[src/rtl/hash_regs_pkg.sv]
`timescale 1ns/1ps
package hash_regs_pkg;
  localparam int WORD_W   = 32;
  localparam int ALGO_W   = 3;

  // word indices (software visible)
  localparam int IDX_CRYPT  = 4;
  localparam int IDX_STATUS = 7;
  localparam int IDX_SRC    = 8;
  localparam int IDX_DST    = 9;
  localparam int IDX_KEY    = 10;
  localparam int IDX_LEN    = 11;
  localparam int IDX_CMD    = 12;

  // bit positions that software relies on
  localparam int DONE_BIT = 9;
  localparam int IE_BIT   = 9;
  localparam int SG_BIT   = 18;
  localparam int CASC_BIT = 1;

  typedef enum logic [ALGO_W-1:0] {
    ALG_MD5       = 3'd0,
    ALG_SHA1      = 3'd1,
    ALG_SHA224    = 3'd2,
    ALG_SHA256    = 3'd3,
    ALG_SHA512    = 3'd4,
    ALG_SHA384    = 3'd5,
    ALG_SHA512_256 = 3'd6,
    ALG_SHA512_224 = 3'd7
  } hash_algo_e;

  typedef enum logic [1:0] {
    MODE_PLAIN = 2'b00,
    MODE_HMAC  = 2'b01,
    MODE_ACCUM = 2'b10,
    MODE_KEY   = 2'b11
  } digest_mode_e;

  // writable bits per word; status is held outside the register file
  function automatic logic [WORD_W-1:0] reg_mask(input int idx);
    case (idx)
      IDX_SRC:          return 32'h7FFF_FFFF;
      IDX_DST, IDX_KEY: return 32'h7FFF_FFF8;
      IDX_LEN:          return 32'h0FFF_FFFF;
      IDX_CMD:          return 32'h0014_7FFF;
      IDX_STATUS:       return 32'h0000_0000;
      default:          return 32'hFFFF_FFFF;
    endcase
  endfunction
endpackage

[src/rtl/hash_cmd_decode.sv]
`timescale 1ns/1ps
module hash_cmd_decode
  import hash_regs_pkg::*;
(
  input  logic [WORD_W-1:0] cmd,
  output logic              valid,
  output hash_algo_e        algo,
  output logic              sg,
  output logic              acc,
  output logic              unsup
);
  logic [2:0]   prim;
  logic [2:0]   sub;
  digest_mode_e mode;

  assign prim = cmd[6:4];
  assign sub  = cmd[12:10];
  assign mode = digest_mode_e'(cmd[8:7]);

  always_comb begin
    valid = 1'b1;
    algo  = ALG_MD5;
    unique case (prim)
      3'b000: algo = ALG_MD5;
      3'b010: algo = ALG_SHA1;
      3'b100: algo = ALG_SHA224;
      3'b101: algo = ALG_SHA256;
      3'b110: begin
        unique case (sub)
          3'b000:  algo = ALG_SHA512;
          3'b001:  algo = ALG_SHA384;
          3'b010:  algo = ALG_SHA512_256;
          3'b011:  algo = ALG_SHA512_224;
          default: valid = 1'b0;
        endcase
      end
      default: valid = 1'b0;
    endcase
    // sub-select only has meaning inside the 512-bit family
    if (prim != 3'b110 && sub != 3'b000) valid = 1'b0;
  end

  assign sg    = cmd[SG_BIT];
  assign acc   = (mode == MODE_ACCUM);
  assign unsup = cmd[CASC_BIT] || (mode == MODE_HMAC);
endmodule

[src/rtl/hash_reg_file.sv]
`timescale 1ns/1ps
module hash_reg_file
  import hash_regs_pkg::*;
#(
  parameter int NUM_REGS = 16,
  parameter int ADDR_W   = 8
) (
  input  logic              clk,
  input  logic              rst,
  input  logic              we,
  input  logic [ADDR_W-1:0] waddr,
  input  logic [WORD_W-1:0] wdata,
  input  logic [ADDR_W-1:0] raddr,
  output logic [WORD_W-1:0] rword,
  output logic [WORD_W-1:0] src_q,
  output logic [WORD_W-1:0] dst_q,
  output logic [WORD_W-1:0] key_q,
  output logic [WORD_W-1:0] len_q,
  output logic [WORD_W-1:0] cmd_q
);
  localparam int IDX_W = $clog2(NUM_REGS);

  logic [WORD_W-1:0] regs [NUM_REGS];

  for (genvar g = 0; g < NUM_REGS; g++) begin : g_reg
    localparam logic [WORD_W-1:0] MASK = reg_mask(g);
    logic [WORD_W-1:0] q;
    always_ff @(posedge clk) begin
      if (rst) q <= '0;
      else if (we && waddr == ADDR_W'(g)) q <= wdata & MASK;
    end
    assign regs[g] = q;
  end

  assign rword = regs[raddr[IDX_W-1:0]];
  assign src_q = regs[IDX_SRC];
  assign dst_q = regs[IDX_DST];
  assign key_q = regs[IDX_KEY];
  assign len_q = regs[IDX_LEN];
  assign cmd_q = regs[IDX_CMD];
endmodule

[src/rtl/hash_done_irq.sv]
`timescale 1ns/1ps
module hash_done_irq (
  input  logic clk,
  input  logic rst,
  input  logic done,
  input  logic ie,
  input  logic w1c,
  output logic flag,
  output logic irq
);
  // done takes priority over a clear in the same cycle
  always_ff @(posedge clk) begin
    if (rst) begin
      flag <= 1'b0;
      irq  <= 1'b0;
    end else begin
      if (done)     flag <= 1'b1;
      else if (w1c) flag <= 1'b0;
      if (done && ie) irq <= 1'b1;
      else if (w1c)   irq <= 1'b0;
    end
  end
endmodule

[src/rtl/hash_cmd_regs.sv]
`timescale 1ns/1ps
module hash_cmd_regs
  import hash_regs_pkg::*;
#(
  parameter int NUM_REGS = 16,
  parameter int ADDR_W   = 8
) (
  input  logic              clk,
  input  logic              rst,
  input  logic              bus_wr,
  input  logic              bus_rd,
  input  logic [ADDR_W-1:0] bus_addr,
  input  logic [WORD_W-1:0] bus_wdata,
  output logic [WORD_W-1:0] bus_rdata,
  input  logic              hash_done,
  output logic              hash_start,
  output logic [ALGO_W-1:0] hash_algo,
  output logic              hash_sg,
  output logic              hash_acc,
  output logic              cmd_bad,
  output logic              cmd_unsup,
  output logic              irq,
  output logic [WORD_W-1:0] src_addr,
  output logic [WORD_W-1:0] dst_addr,
  output logic [WORD_W-1:0] key_addr,
  output logic [WORD_W-1:0] src_len
);
  localparam logic [WORD_W-1:0] CMD_MASK = reg_mask(IDX_CMD);

  logic              in_range;
  logic              wr_hit;
  logic              cmd_wr;
  logic              status_w1c;
  logic [WORD_W-1:0] rf_word;
  logic [WORD_W-1:0] cmd_q;
  logic              done_flag;
  logic [WORD_W-1:0] status_word;

  logic              dec_valid;
  hash_algo_e        dec_algo;
  logic              dec_sg;
  logic              dec_acc;
  logic              dec_unsup;

  assign in_range   = int'(bus_addr) < NUM_REGS;
  assign wr_hit     = bus_wr && in_range;
  assign cmd_wr     = wr_hit && bus_addr == ADDR_W'(IDX_CMD);
  assign status_w1c = wr_hit && bus_addr == ADDR_W'(IDX_STATUS) && bus_wdata[DONE_BIT];

  hash_reg_file #(.NUM_REGS(NUM_REGS), .ADDR_W(ADDR_W)) u_rf (
    .clk   (clk),
    .rst   (rst),
    .we    (wr_hit),
    .waddr (bus_addr),
    .wdata (bus_wdata),
    .raddr (bus_addr),
    .rword (rf_word),
    .src_q (src_addr),
    .dst_q (dst_addr),
    .key_q (key_addr),
    .len_q (src_len),
    .cmd_q (cmd_q)
  );

  hash_cmd_decode u_dec (
    .cmd   (bus_wdata & CMD_MASK),
    .valid (dec_valid),
    .algo  (dec_algo),
    .sg    (dec_sg),
    .acc   (dec_acc),
    .unsup (dec_unsup)
  );

  hash_done_irq u_irq (
    .clk  (clk),
    .rst  (rst),
    .done (hash_done),
    .ie   (cmd_q[IE_BIT]),
    .w1c  (status_w1c),
    .flag (done_flag),
    .irq  (irq)
  );

  always_comb begin
    status_word = '0;
    status_word[DONE_BIT] = done_flag;
  end

  always_ff @(posedge clk) begin
    if (rst) begin
      hash_start <= 1'b0;
      hash_algo  <= '0;
      hash_sg    <= 1'b0;
      hash_acc   <= 1'b0;
      cmd_bad    <= 1'b0;
      cmd_unsup  <= 1'b0;
    end else begin
      hash_start <= cmd_wr && dec_valid;
      cmd_bad    <= cmd_wr && !dec_valid;
      cmd_unsup  <= cmd_wr && dec_unsup;
      if (cmd_wr && dec_valid) begin
        hash_algo <= dec_algo;
        hash_sg   <= dec_sg;
        hash_acc  <= dec_acc;
      end
    end
  end

  always_ff @(posedge clk) begin
    if (rst) bus_rdata <= '0;
    else if (bus_rd) begin
      if (!in_range)                            bus_rdata <= '0;
      else if (bus_addr == ADDR_W'(IDX_STATUS)) bus_rdata <= status_word;
      else                                      bus_rdata <= rf_word;
    end
  end
endmodule

[config.mk]
export PLATFORM = sky130hd
export DESIGN_NAME = hash_cmd_regs
export DESIGN_NICKNAME = d
export VERILOG_FILES = /design/src/rtl/hash_regs_pkg.sv /design/src/rtl/hash_cmd_decode.sv /design/src/rtl/hash_reg_file.sv /design/src/rtl/hash_done_irq.sv /design/src/rtl/hash_cmd_regs.sv
export SDC_FILE = /design/constraint.sdc
export NUM_CORES = 1
export LEC_CHECK = 0
export ABC_AREA = 0
export BUFFER_PORTS_ARGS = -buffer_cell sky130_fd_sc_hd__buf_2
export CAP_MARGIN = 20
export CORE_ASPECT_RATIO = 0.75
export CORE_UTILIZATION = 43
export DETAILED_ROUTE_END_ITERATION = 8
export PLACE_DENSITY = 0.59
export RECOVER_POWER = 25
export SKIP_CTS_REPAIR_TIMING = 1
export SYNTH_ARGS = -nofsm -noshare
export SYNTH_HDL_FRONTEND = slang
export SYNTH_SLANG_ARGS = --single-unit
[constraint.sdc]
create_clock -name clk -period 2.8 [get_ports clk]
set_clock_uncertainty 0.05 [all_clocks]
set_input_delay 0.14 -clock clk [delete_from_list [all_inputs] [get_ports clk]]
set_output_delay 0.14 -clock clk [all_outputs]
set_load 0.005 [all_outputs]
==> results.cfg, run 1 <==
[outcome]
status = finished clean

[grt]
grt_remaining_overflow = 0
track_usage = 0.2873
antenna_found_initial = 0
grt_pass1_vias = 18230
grt_pass1_wl_um = 111300
grt_max_degree = 203

[job]
cap_violations = 0

[critical_path]
worstPathMaxFanout = 19
crit_type = in2reg
reg2reg_to = bus_rdata[9]$_SDFFE_PP0P_
cp-end-kind = flop
required_ns = 3.18
regToRegSetupSlack_ns = 1.08
start_kind = primary input
crit_arrival_ns = 2.59
rr_worst_depth = 3
reg2reg_from = u_rf.key_q[9]$_SDFFE_PP0P_

[detailed_routing]
detail_route.first_pass.iterations = 6
drcViolationCount = 0
route.vias.total = 19420
wl_per_cell_um = 21.73
first_iter_violations = 2158
wirelength_um = 73390
detail_route.vias_per_cell = 5.749
ant_nets = 0

[placement]
gp_congestion = 0.8452
numPortBuffers = 200
hpwlAfterDp_um = 46770

[sta]
rsz0062_at_grt = false
finalCritPeriodShare = 0.7902
setup_viol = 0
fin_crit_ns = 2.213
report.final.slew_viol_count = 0
max_slew_margin = 0.3285
setup_tns_ns = 0
hold_viol_final = 0
tightest_slew_ns = 1.007
max_freq_mhz = 451.9

[min_path]
holdPathStages = 4
min_from = bus_wdata[10]
hold_class = in2reg
holdPathEnd = u_rf.dst_q[10]$_SDFFE_PP0P_

[logic_synthesis]
synth_common_cells = 972 x nand2_1, 494 x dfxtp_1, 483 x a21oi_1
synth_edf_count = 0
synthArstFlopShare = 0
synth_top_area_share = 0.4699
syn_avg_cell_area_um2 = 8.153
synth_most_common_cell = nand2_1
yosys_warnings = 0
synthFlopType = dfxtp_1
synth_largest_area_cell = dfxtp_1
ys_ff_latch = 494
synthesis.area_um2 = 21040
ys_top_cells_by_area = dfxtp_1 47%, nand2_1 17%, a21oi_1 11%
ys_seq_area_frac = 0.4699
synthCells = 2581
synth_cell_type_count = 57

[power_and_ir_drop]
combPwrFrac = 0.050
power_density_nw_per_um2 = 600.3
clockPowerShare = 0.472
swShare = 0.2323
internal_power_mw = 11.33
vdd_drop_max_mv = 0.4247
leakagePower_nw = 8.296
switching_power_mw = 3.428
p_total_mw = 14.76
p_seq_frac = 0.477

[clocking]
cts_root_buf = clkbuf_16
cts_buffers = 50
clk_latency_ns = 0.61
clkTransAtPathRegs_ns = 0.07
cts_num_sinks = 494
cts_buffer_depth = 3
cts_tree = done
h-tree-depth = 2

[die]
die_h_um = 193.6
initial_core_util = 0.4400
rows = 69
dieArea_um2 = 49840
coreArea_um2 = 47830
die_w_um = 257.4
num_io_pins = 214

[final_layout]
n_antenna_cell = 0
nNetsFinal = 2747
syn_to_final_growth_pct = 16.81
drive_gt1_frac = 0.1523
## routing by layer
| metal | track usage | wire [um] | up-vias |
|---|---|---|---|
| met4 | 0.08306 | 1732 | 0 |
| met2 | 0.4352 | 32600 | 854 |
| met1 | 0.4243 | 33380 | 9522 |
| met3 | 0.03865 | 5680 | 89 |
| met5 | 0 | 0 | - |
| li1 | - | - | 8950 |
## layout by cell type (no fill, tap or decap), types with 5 or more instances in the layout
| cell type | netlist | final |
|---|---|---|
| buf_4 | 13 | 75 |
| nor2b_1 | 8 | 7 |
| nand2b_1 | 9 | 9 |
| buf_2 | 39 | 114 |
| nor3_1 | 12 | 12 |
| clkbuf_8 | 0 | 15 |
| dfxtp_1 | 494 | 494 |
| o21ai_0 | 20 | 20 |
| mux2_2 | 50 | 50 |
| a211o_1 | 5 | 5 |
| nand4_1 | 17 | 17 |
| a221oi_1 | 33 | 33 |
| mux2i_1 | 12 | 12 |
| clkbuf_1 | 194 | 90 |
| clkbuf_16 | 0 | 51 |
| a21oi_1 | 483 | 483 |
| dlygate4sd3_1 | 0 | 33 |
| nand2_1 | 972 | 972 |
| mux4_2 | 68 | 68 |
| nand3_1 | 7 | 7 |
| conb_1 | 1 | 13 |
| nor2_1 | 18 | 17 |
| clkinv_2 | 0 | 8 |
| a22oi_1 | 22 | 22 |
| inv_1 | 6 | 5 |
| buf_12 | 0 | 11 |
| nor4_4 | 3 | 10 |
| a221o_1 | 22 | 22 |
## cell type report
cell class / count / area (um^2)
clock buffers: 74 / 1513
clock inverters: 14 / 192.7
fillers: 4493 / 23250
inverters: 7 / 26.28
multi-input cells: 1831 / 10140
flip-flops and latches: 494 / 9889
well taps: 639 / 799.5
repair buffers: 318 / 2022
## kinds of logic after synthesis
group | Yosys count | synth area share
buffers and inverters | 268 | 0.05351
and+or+nand+nor | 1077 | 0.2074
AOI/OAI and AO/OA | 611 | 0.1637
other | 1 | 0.0001782
DFF | 494 | 0.4699
muxes | 130 | 0.1052
## worst max path at each step
stage / from / endpoint / slack [ns] / cells past startpoint
after CTS: bus_addr[5] / u_rf.cmd_q[9]$_SDFFE_PP0P_ / 1.03 / 7
final: bus_addr[2] / u_rf.g_reg[14].q[28]$_SDFFE_PP0P_ / 0.59 / 7
after detailed placement: bus_addr[5] / u_rf.cmd_q[9]$_SDFFE_PP0P_ / 0.43 / 7
after global routing: bus_addr[2] / u_rf.g_reg[14].q[7]$_SDFFE_PP0P_ / 0.50 / 7
after global placement: bus_addr[5] / u_rf.cmd_q[18]$_SDFFE_PP0P_ / 0.49 / 7
after floorplan: bus_addr[1] / bus_rdata[30]$_SDFFE_PP0P_ / 0.79 / 7
## per-stage QoR
stage                     cell area [um^2]    util  setup WS, ns  hold WS, ns  instances
after detailed placement             22660  0.4739        0.4253       0.3388       3256
after global placement               22660  0.4739        0.4899       0.3192       3256
final                                24580  0.5140        0.5874      0.06051       3377
after CTS                            24370  0.5095         1.030      -0.2883       3344
after global routing                 24580  0.5140        0.4976      0.04697       3377
after floorplan                      21090       -        0.7857       0.2074       2593
## power by group through the flow
stage | combinational (mW) | sequential (mW) | clock [mW]
6_report | 0.743 | 7.04 | 6.97
5_1_grt | 0.781 | 7.04 | 7.33
4_1_cts | 0.695 | 7.04 | 7.06
3_5_place_dp | 0.693 | 7.20 | 0
3_3_place_gp | 0.688 | 7.20 | 0
2_1_floorplan | 0.445 | 7.20 | 0
## critical path: stages
cell and delay [ns]:
dlygate4sd3_1 0.55, buf_2 0.34, nor2b_1 0.50, nand4_1 0.50, buf_4 0.38, nand2_1 0.10, a21oi_1 0.07
## registers in the layout, indices dropped and copies added, names as in the netlist
signal      cells
u_rf.g.q      320
bus_rdata      32
u_rf.src_q     31
u_rf.dst_q     28
u_rf.key_q     28
u_rf.len_q     28
u_rf.cmd_q     17
hash_algo       3
cmd_bad         1
cmd_unsup       1
hash_acc        1
hash_sg         1
hash_start      1
u_irq.flag      1
u_irq.irq       1
Note: power is estimated with default switching activity, not from simulation.
==> inputs of run 2 (changes only) <==
==> constraint.sdc (replaced) <==
create_clock -name clk -period 2.05 [get_ports clk]
set_clock_uncertainty 0.05 [all_clocks]
set_input_delay 0.1025 -clock clk [delete_from_list [all_inputs] [get_ports clk]]
set_output_delay 0.1025 -clock clk [all_outputs]
set_load 0.005 [all_outputs]
==> run 2 against run 1 <==
Effect of this change: the run now ends with negative hold slack left; sequential power up 37%; die area unchanged; first-iteration DRC count down 0.97%; critical path type unchanged; count of clock-buffer cells in the layout down 2; register-to-register slack got worse by 0.72 ns; sequential cell count unchanged; critical endpoint is now u_rf.src_q[7]$_SDFFE_PP0P_; non-clock buffer count grew 38; setup slack lost 0.33 ns; final cell count rose by 1.2%; design area is 2.6% higher; highest routed layer unchanged.
==> results.cfg, run 2 (synthesized netlist as in run 1, its figures left out) <==
[detailed_routing]
ant_nets = 0
first_iter_violations = 2137
wirelength_um = 73660
detail_route.first_pass.iterations = 5
route.vias.total = 19450
wl_per_cell_um = 21.56
detail_route.vias_per_cell = 5.693
drcViolationCount = 0

[sta]
tightest_slew_ns = 1.041
whs_ns = -0.001811
finalCritPeriodShare = 0.8754
max_freq_mhz = 557.3
hold_viol_final = 1
timing.final.ws_setup_ns = 0.2555
report.final.slew_viol_count = 0
max_slew_margin = 0.3062
fin_crit_ns = 1.794
setup_viol = 0
rsz0062_at_grt = false

[final_layout]
final_common_cell = nand2_1
fillers = 4439
n_antenna_cell = 0
final_area_um2 = 25210
largest_reg_flops = 320
nNetsFinal = 2784
stdcell_count = 3416
regMostFlops = u_rf.g.q
syn_to_final_growth_pct = 19.82
drive_gt1_frac = 0.1909
mostFrequentLayoutCells = 972 x nand2_1, 494 x dfxtp_1, 483 x a21oi_1, 186 x buf_2, 91 x buf_4

[min_path]
hold_class = in2reg
min_from = bus_addr[6]
holdPathStages = 5
holdPathEnd = bus_rdata[31]$_SDFFE_PP0P_

[die]
dieArea_um2 = 49840
coreArea_um2 = 47830
die_w_um = 257.4
rows = 69
die_h_um = 193.6
initial_core_util = 0.4400
num_io_pins = 214

[critical_path]
reg2reg_from = u_rf.key_q[9]$_SDFFE_PP0P_
crit_arrival_ns = 2.26
rr_worst_depth = 3
cp-end-kind = flop
slowest_stage = clkbuf_2
start_kind = primary input
worstPathCellList = clkbuf_2 > and3b_1 > and3_1 > clkbuf_1 > nand2_1 > a21oi_1
required_ns = 2.52
reg2reg_to = bus_rdata[9]$_SDFFE_PP0P_
regToRegSetupSlack_ns = 0.36
critPathMaxStageDelay_ns = 0.57
worstPathMaxFanout = 25
crit_type = in2reg

[power_and_ir_drop]
leakagePower_nw = 8.897
power_density_nw_per_um2 = 809.5
vdd_drop_max_mv = 0.5710
p_total_mw = 20.41

[clocking]
h-tree-depth = 2
clkTransAtPathRegs_ns = 0.06
clk_latency_ns = 0.61
cts_root_buf = clkbuf_16
cts_num_sinks = 494
cts_buffer_depth = 3
cts_buffers = 49
cts_tree = done

[placement]
pre_cts_ws_ns = -0.1554
numPortBuffers = 200
dp_cells = 3296
gp_congestion = 0.8576
place_area_um2 = 23210
hpwlAfterDp_um = 48380

[grt]
grt_pass1_wl_um = 110200
antenna_found_initial = 2
grt_remaining_overflow = 0
track_usage = 0.2854
grt_max_degree = 218
grt_pass1_vias = 18120

[job]
cap_violations = 0

[outcome]
status = finished with violations
violations = negative hold slack
run 2: stage by stage:
step	utilization	setup TNS [ns]
after floorplan	-	0
after global placement	0.4854	-5.906
after detailed placement	0.4854	-17.49
after CTS	0.5219	0
after global routing	0.5272	0
final	0.5272	0
run 2: where the power goes:
group	leakage (nW)	switching, mW	internal [mW]
Combinational	4.05	0.761	0.313
Sequential	3.98	0.00904	9.61
Clock	0.865	3.94	5.78
Total	8.90	4.71	15.7
run 2: critical path: cells and delay by family:
| kind | cells | cell delay, ns |
|---|---|---|
| buf+inv | 2 | 1.04 |
| compound gates | 1 | 0.16 |
| simple gates | 3 | 0.95 |
run 2: worst max path at each step:
stage	depth (start not counted)	start	slack (ns)	to
global placement	8	bus_addr[5]	-0.11	u_rf.g_reg[15].q[21]$_SDFFE_PP0P_
finish	6	bus_addr[3]	0.26	u_rf.src_q[7]$_SDFFE_PP0P_
global route	6	bus_addr[3]	0.19	u_rf.src_q[1]$_SDFFE_PP0P_
floorplan	7	bus_addr[1]	0.07	bus_rdata[30]$_SDFFE_PP0P_
detailed placement	8	bus_addr[5]	-0.16	u_rf.g_reg[15].q[12]$_SDFFE_PP0P_
CTS	3	u_rf.key_q[9]$_SDFFE_PP0P_	0.39	bus_rdata[9]$_SDFFE_PP0P_
run 2: layout make-up:
type,count,area (um^2),share of cell area
clock inverter,17,264.0,0.01047
sequential,494,9889,0.3922
clock buffer,72,1484,0.05885
tap,639,799.5,0.03171
timing repair buffer,356,2600,0.1031
multi-input combinational,1831,10150,0.4026
inverter,7,26.28,0.001042
run 2: routing by layer:
metal  routed length [um]  share of wire  global-route usage  vias up
li1                     -              -                   -     9039
met1                32030           0.43              0.4055     9401
met2                33040           0.45              0.4382      903
met3                 6468          0.088             0.05110      105
met4                 2126          0.029             0.09007        0
met5                    0              0                   0        -
